File: src/rtl/mdm_pkg.sv
package mdm_pkg;
  parameter int DW    = 8;
  parameter int CTL_W = 5;
  parameter int LVL_W = 4;

  localparam logic [DW-1:0] CTL_MASK = DW'((1 << CTL_W) - 1);

  // control bit positions
  localparam int C_DTR  = 0;
  localparam int C_RTS  = 1;
  localparam int C_OUT1 = 2;
  localparam int C_OUT2 = 3;
  localparam int C_LOOP = 4;

  // level / change index inside a nibble (status bit = LVL_W + idx for levels)
  localparam int L_CTS = 0;
  localparam int L_DSR = 1;
  localparam int L_RI  = 2;
  localparam int L_DCD = 3;

  // forced levels outside loopback
  localparam logic [LVL_W-1:0] LVL_IDLE = LVL_W'((1 << L_DCD) | (1 << L_DSR));
endpackage

File: src/rtl/mdm_ctl_reg.sv
module mdm_ctl_reg
  import mdm_pkg::*;
(
  input  logic          clk_i,
  input  logic          rst_ni,
  input  logic          we_i,
  input  logic [DW-1:0] wdata_i,
  output logic [DW-1:0] ctl_q_o,
  output logic [DW-1:0] ctl_nxt_o
);
  assign ctl_nxt_o = wdata_i & CTL_MASK;

  always_ff @(posedge clk_i or negedge rst_ni) begin
    if (!rst_ni)   ctl_q_o <= '0;
    else if (we_i) ctl_q_o <= ctl_nxt_o;
  end
endmodule

File: src/rtl/mdm_lvl_map.sv
module mdm_lvl_map
  import mdm_pkg::*;
(
  input  logic [CTL_W-1:0] ctl_i,
  output logic [LVL_W-1:0] lvl_o
);
  always_comb begin
    if (ctl_i[C_LOOP]) begin
      lvl_o        = '0;
      lvl_o[L_CTS] = ctl_i[C_RTS];
      lvl_o[L_DSR] = ctl_i[C_DTR];
      lvl_o[L_RI]  = ctl_i[C_OUT1];
      lvl_o[L_DCD] = ctl_i[C_OUT2];
    end else begin
      lvl_o = LVL_IDLE;
    end
  end
endmodule

File: src/rtl/mdm_delta_trk.sv
module mdm_delta_trk
  import mdm_pkg::*;
(
  input  logic             clk_i,
  input  logic             rst_ni,
  input  logic             we_i,
  input  logic             re_i,
  input  logic [LVL_W-1:0] lvl_old_i,
  input  logic [LVL_W-1:0] lvl_new_i,
  output logic [LVL_W-1:0] delta_o
);
  logic [LVL_W-1:0] hit;

  for (genvar i = 0; i < LVL_W; i++) begin : g_hit
    if (i == L_RI) begin : g_fall
      assign hit[i] = we_i & lvl_old_i[i] & ~lvl_new_i[i];
    end else begin : g_chg
      assign hit[i] = we_i & (lvl_old_i[i] ^ lvl_new_i[i]);
    end
  end

  // read clears old changes; changes raised by a same-cycle write survive
  always_ff @(posedge clk_i or negedge rst_ni) begin
    if (!rst_ni) delta_o <= '0;
    else         delta_o <= (re_i ? '0 : delta_o) | hit;
  end
endmodule

File: src/rtl/mdm_loop_ctl.sv
module mdm_loop_ctl
  import mdm_pkg::*;
(
  input  logic          clk_i,
  input  logic          rst_ni,
  input  logic          ctl_we_i,
  input  logic [DW-1:0] ctl_wdata_i,
  output logic [DW-1:0] ctl_o,
  input  logic          sts_re_i,
  output logic [DW-1:0] sts_o,
  output logic          delta_pend_o
);
  logic [DW-1:0]    ctl_q, ctl_nxt;
  logic [LVL_W-1:0] lvl_cur, lvl_nxt, delta;

  mdm_ctl_reg u_ctl (
    .clk_i    (clk_i),
    .rst_ni   (rst_ni),
    .we_i     (ctl_we_i),
    .wdata_i  (ctl_wdata_i),
    .ctl_q_o  (ctl_q),
    .ctl_nxt_o(ctl_nxt)
  );

  mdm_lvl_map u_map_cur (.ctl_i(ctl_q[CTL_W-1:0]),   .lvl_o(lvl_cur));
  mdm_lvl_map u_map_nxt (.ctl_i(ctl_nxt[CTL_W-1:0]), .lvl_o(lvl_nxt));

  mdm_delta_trk u_dlt (
    .clk_i    (clk_i),
    .rst_ni   (rst_ni),
    .we_i     (ctl_we_i),
    .re_i     (sts_re_i),
    .lvl_old_i(lvl_cur),
    .lvl_new_i(lvl_nxt),
    .delta_o  (delta)
  );

  assign ctl_o        = ctl_q;
  assign sts_o        = {lvl_cur, delta};
  assign delta_pend_o = |delta;
endmodule

File: config.mk
export PLATFORM = sky130hd
export DESIGN_NAME = mdm_loop_ctl
export DESIGN_NICKNAME = d
export VERILOG_FILES = /design/src/rtl/mdm_pkg.sv /design/src/rtl/mdm_ctl_reg.sv /design/src/rtl/mdm_lvl_map.sv /design/src/rtl/mdm_delta_trk.sv /design/src/rtl/mdm_loop_ctl.sv
export SDC_FILE = /design/constraint.sdc
export NUM_CORES = 1
export LEC_CHECK = 0
export CAP_MARGIN = 10
export CORE_AREA = 3 3 40 42
export CTS_BUF_LIST = sky130_fd_sc_hd__clkbuf_8
export CTS_CLUSTER_SIZE = 10
export DETAILED_ROUTE_END_ITERATION = 6
export DIE_AREA = 0 0 43 45
export PLACE_DENSITY = 0.75
export RECOVER_POWER = 25
export REMOVE_ABC_BUFFERS = 1
export SYNTH_ARGS = -nofsm -noshare
export SYNTH_HDL_FRONTEND = slang
export SYNTH_SLANG_ARGS = --single-unit
File: constraint.sdc
create_clock -name clk_i -period 1.2 [get_ports clk_i]
set_input_delay 0.18 -clock clk_i [delete_from_list [all_inputs] [get_ports clk_i]]
set_output_delay 0.18 -clock clk_i [all_outputs]
set_load 0.05 [all_outputs]
* Word level (Yosys, flattened, before mapping)
Index checks and enable logic that the tools add are counted.
** Cells by class
- Div/mod/pow operators :: 0
- $mul :: 0
- Reduce and logical (&&, ||, !) cells :: 1
- Equal/unequal tests :: 0
- Shifts and indexed selects :: 0
- Bitwise gates (word level) :: 10
- $add $sub $neg :: 0
- Mux-type cells :: 3
- $lt $le $gt $ge :: 0
** Operator list (count)
- $mux 4 :: 3
- $and 1x1->1 :: 5
- $or 4x4->4 :: 1
- $reduce_or 4->1 :: 1
- $xor 1x1->1 :: 3
- $not 1->1 :: 1
** Word-level totals
- Memory bits (writable) :: 0
- Bits in read-only memories :: 0
- Latch bits :: 0
- Logic and storage cells :: 16
- Register bits after elaboration :: 9
- Output and inout bits :: 17
- Input bits :: 12
- Memories kept :: 0

* Logic depth before layout (Yosys ltp)
- Word-level depth :: 4
- Mapped depth :: 3
- Depth with buffers taken out :: 3

* Hierarchy
Synthesis repeated with hierarchy kept, for this count alone.
** Second synthesis, totals
- Cells, all modules :: 44
- Area, all modules :: 494.2 um2
** By module, submodules not included
- mdm_ctl_reg :: area an instance 267.8 um2, instances 1, seq. area each 125.1 um2, cells an instance 22
- mdm_delta_trk :: area an instance 168.9 um2, instances 1, seq. area each 100.1 um2, cells an instance 13
- mdm_lvl_map :: area an instance 25.0 um2, instances 2, seq. area each 0.0 um2, cells an instance 4
- mdm_loop_ctl :: area an instance 7.5 um2, instances 1, seq. area each 0.0 um2, cells an instance 1

* Least setup slack after synthesis
OpenSTA, ideal clock, no wires.
- Path kind :: register to register
- Start point :: reg u_ctl.ctl_q_o[4]
- End point :: reg u_dlt.delta_o[1]
- Arrival time :: 1572 ps
- Path slack :: -493 ps
- Path buffers :: 0
- Clock period less this slack :: 1693 ps
- Setup time :: 121 ps
- Data required time :: 1079 ps
- Cell stages (with the launch flop) :: 4
- Path through :: dfrtp_1 -> nand2b_1 -> xnor2_1 -> a22o_1
** Between the ends
- Cells in the longest elaborated chain, start to end :: 4
** Ends and longest elaborated chain
- start: declaration :: line mdm_ctl_reg.sv:8 : output logic [DW-1:0] ctl_q_o,
- start signal: assignment :: line mdm_ctl_reg.sv:15 : else if (we_i) ctl_q_o <= ctl_nxt_o;
- $mux 4 :: line mdm_lvl_map.sv:8 : if (ctl_i[C_LOOP]) begin
- named net sts_o[5] :: line mdm_loop_ctl.sv:10 : output logic [DW-1:0] sts_o,
- $xor 1x1->1 :: line mdm_delta_trk.sv:18 : assign hit[i] = we_i & (lvl_old_i[i] ^ lvl_new_i[i]);
- $and 1x1->1 :: line mdm_delta_trk.sv:18
- $or 4x4->4 :: line mdm_delta_trk.sv:25 : else delta_o <= (re_i ? '0 : delta_o) | hit;
- end signal: assignment :: line mdm_delta_trk.sv:25
- end: declaration :: line mdm_delta_trk.sv:10 : output logic [LVL_W-1:0] delta_o
The timed path passes the listed nets, and every way through them passes these cells.
A chain may end at the register's enable or synchronous reset.

* Worst setup path in the final report
- Start point :: reg u_dlt.delta_o[2]
- End point :: out delta_pend_o
** Between the ends
- Cells in the longest elaborated chain, start to end :: 1
** Ends and longest elaborated chain
- $reduce_or 4->1 :: line mdm_loop_ctl.sv:40 : assign delta_pend_o = |delta;
- end: declaration :: line mdm_loop_ctl.sv:11 : output logic delta_pend_o
Every way passes these cells.

==> run metrics <==
status finished with violations; failing checks negative setup slack; DIE HEIGHT 45 µm; H-Tree Depth 1; fin crit period 1.47 ns; Ports 29; CP max stage delay 0.53 ns; Num CTS Buffers 3; most common cell after layout, fill and taps aside buf_12; pwr/cell area 1510 mW/mm²; worst-path maximum fanout 2; most frequent cells in the layout buf_12, buf_4, dfrtp_1; IO Port Bufs 22; RR Startpoint u_ctl.ctl_q_o[4]; antenna violations before repair 0; Fin Clk Skew 0.000628 ns; Pre-antenna DRT Iters 2; Worst-path clk slew 0.05 ns; hold crit path type primary input to async pin; row count 13; Starting Density 34.0%; first-pass GRT wire length 1800 µm; remaining antenna violation count 0; final period utilization 122%; Final Slew Violations 0; Largest delay share family, worst path simple AND/OR/NAND/NOR gates; Arr. time, crit path 1.29 ns; worst path required time 1.02 ns; Buffers & Inverters on Critical Path 1; core area 0.00128 mm²; clk_lat worst skew 0.23 ns; Combinational Power Share 48.6%; Tot GR Track Use 13.3%; TritonCTS clock tree built; CP Launch Type register; antenna cells 0; Cell Chain, Critical Path or4_4, buf_6; largest net degree at the start of global routing 10; post-route setup slack -0.268 ns; nature of the critical path endpoint output port; r2r setup slk 0.11 ns; area delta synth->final 111%; critical path type register to output port; die width 43 µm; DR iter-0 viols 5; net count reported at finish 82; clock buffer depth 2; DRC errors left 0; unrepaired setup endpoints after global routing yes; clock root buffer clkbuf_8; Reg2Reg Depth 3; EDFF count, synth 0; Net Sw Frac 35.3%; flops & latches, synth 9; asr flop ratio synth 100%; synth unique cells 15; P_int 0.899 mW; placer congestion estimate 0.674; Peak VDD IR 0.000872 V; wire length per cell 14.2 µm; GRT overflow 0; Final Routed Wirelength 1190 µm; Post-CTS Hold Fix Bufs 0; vias in the first global route 408; LEAKAGE 0.436 nW; slowest CP cell or4_4; Reg power frac 27.0%; Post-DP HPWL 924 µm; Synth Flop Type dfrtp_1; Synth Area per Inst 12.1 µm²; via count 396; worst r2r dst u_dlt.delta_o[0]; clk sinks 9; DR vias/cell 4.71; clock share of power 24.4%; Place WS -0.119 ns; die area 0.00194 mm²; Yosys Warn Count 0; post-synth design cell area 437 µm²; Final setup viols 4; Mapped Cells 36; fmax 681 MHz; Max Cap Viol 0; final hold vios 0; P_sw 0.490 mW; post-synthesis sequential area ratio 51.6%; layout cell share with drive strength beyond 1 53.6%; total power 1.39 mW
[worst reg2reg max path, delay by kind of cell (launching register included)]
family	cells	cell delay, ns
simple gates	1	0.19
xor+xnor	1	0.14
flops	1	0.47
compound gates	1	0.18
[cells by family (layout without fill, tap and decap cells)]
kind of cell	Yosys count	in the layout	share of synthesized area, %
and+or+nand+nor	9	9	13.2
AOI/OAI and AO/OA	4	4	8.31
DFF	9	9	51.6
muxes	5	5	12.9
xor gates and xnor gates	3	3	6.02
other	1	3	0.859
buffers and inverters	5	36	7.16
[worst max-delay path by stage]
stage	startpoint	endpoint	slack (ns)	cells past startpoint
global placement	ctl_we_i	u_ctl.ctl_q_o[2]	-0.11	2
floorplan	u_ctl.ctl_q_o[4]	u_dlt.delta_o[1]	-0.49	3
CTS	u_dlt.delta_o[2]	delta_pend_o	-0.28	2
global route	u_dlt.delta_o[2]	delta_pend_o	-0.30	2
detailed placement	ctl_we_i	u_ctl.ctl_q_o[4]	-0.12	2
finish	u_dlt.delta_o[2]	delta_pend_o	-0.27	2
[repair_timing]
item                                    in CTS  in global routing
setup buffers                                0                  1
pin swaps                                    1                  0
gates cloned                                 0                  0
hold endpoints to repair                     0                  0
endpoints found under the setup margin       5                  3
resized for setup                            5                  1
[synth_stat cells, types with 2 or more instances]
cell / number / share of area [%]
xnor2_1: 3 / 6.0
a22o_1: 3 / 6.0
nand2_1: 2 / 1.7
buf_4: 3 / 5.2
nand2b_1: 2 / 2.9
dfrtp_1: 9 / 52
mux2_2: 5 / 13
and2b_1: 2 / 3.4
[sequential cells by signal, summed over array words and instances (netlist names)]
register	cells
u_ctl.ctl_q_o	5
u_dlt.delta_o	4
[final cells by class]
cell class / instances / area [µm²]
inverter: 1 / 3.75
tap: 15 / 18.8
fill: 84 / 363
timing repair buffer: 31 / 419
sequential: 9 / 226
multi-input combinational: 24 / 209
clock inverter: 1 / 3.75
clock buffer: 3 / 41.3
[metal layers]
metal  vias to the layer above  wire length (µm)  track usage, %
li1                        183                 -               -
met1                       192               416            12.1
met2                        21               653            25.4
met3                         0               121            4.78
met4                         0                 0            7.23
met5                         -                 0               0
[through the flow]
| stage | util [%] | TNS, ns | area (µm²) | hold WS [ns] | instances |
|---|---|---|---|---|---|
| 5_1_grt | 71.8 | -0.402 | 922 | 0.343 | 84 |
| 2_1_floorplan | - | -2.20 | 417 | -0.116 | 34 |
| 6_report | 71.8 | -0.288 | 922 | 0.331 | 84 |
| 3_5_place_dp | 65.6 | -0.897 | 843 | 0.509 | 79 |
| 4_1_cts | 70.9 | -0.360 | 911 | 0.267 | 83 |
| 3_3_place_gp | 65.6 | -0.791 | 843 | 0.506 | 79 |
[power by group through the flow]
stage / combinational [mW] / sequential [mW] / clock (mW)
after floorplan: 0.173 / 0.498 / 0
after global placement: 0.637 / 0.371 / 0
after detailed placement: 0.647 / 0.374 / 0
after CTS: 0.666 / 0.375 / 0.344
after global routing: 0.698 / 0.378 / 0.376
final: 0.675 / 0.375 / 0.339
No activity file was read; power rests on OpenSTA's default activity.
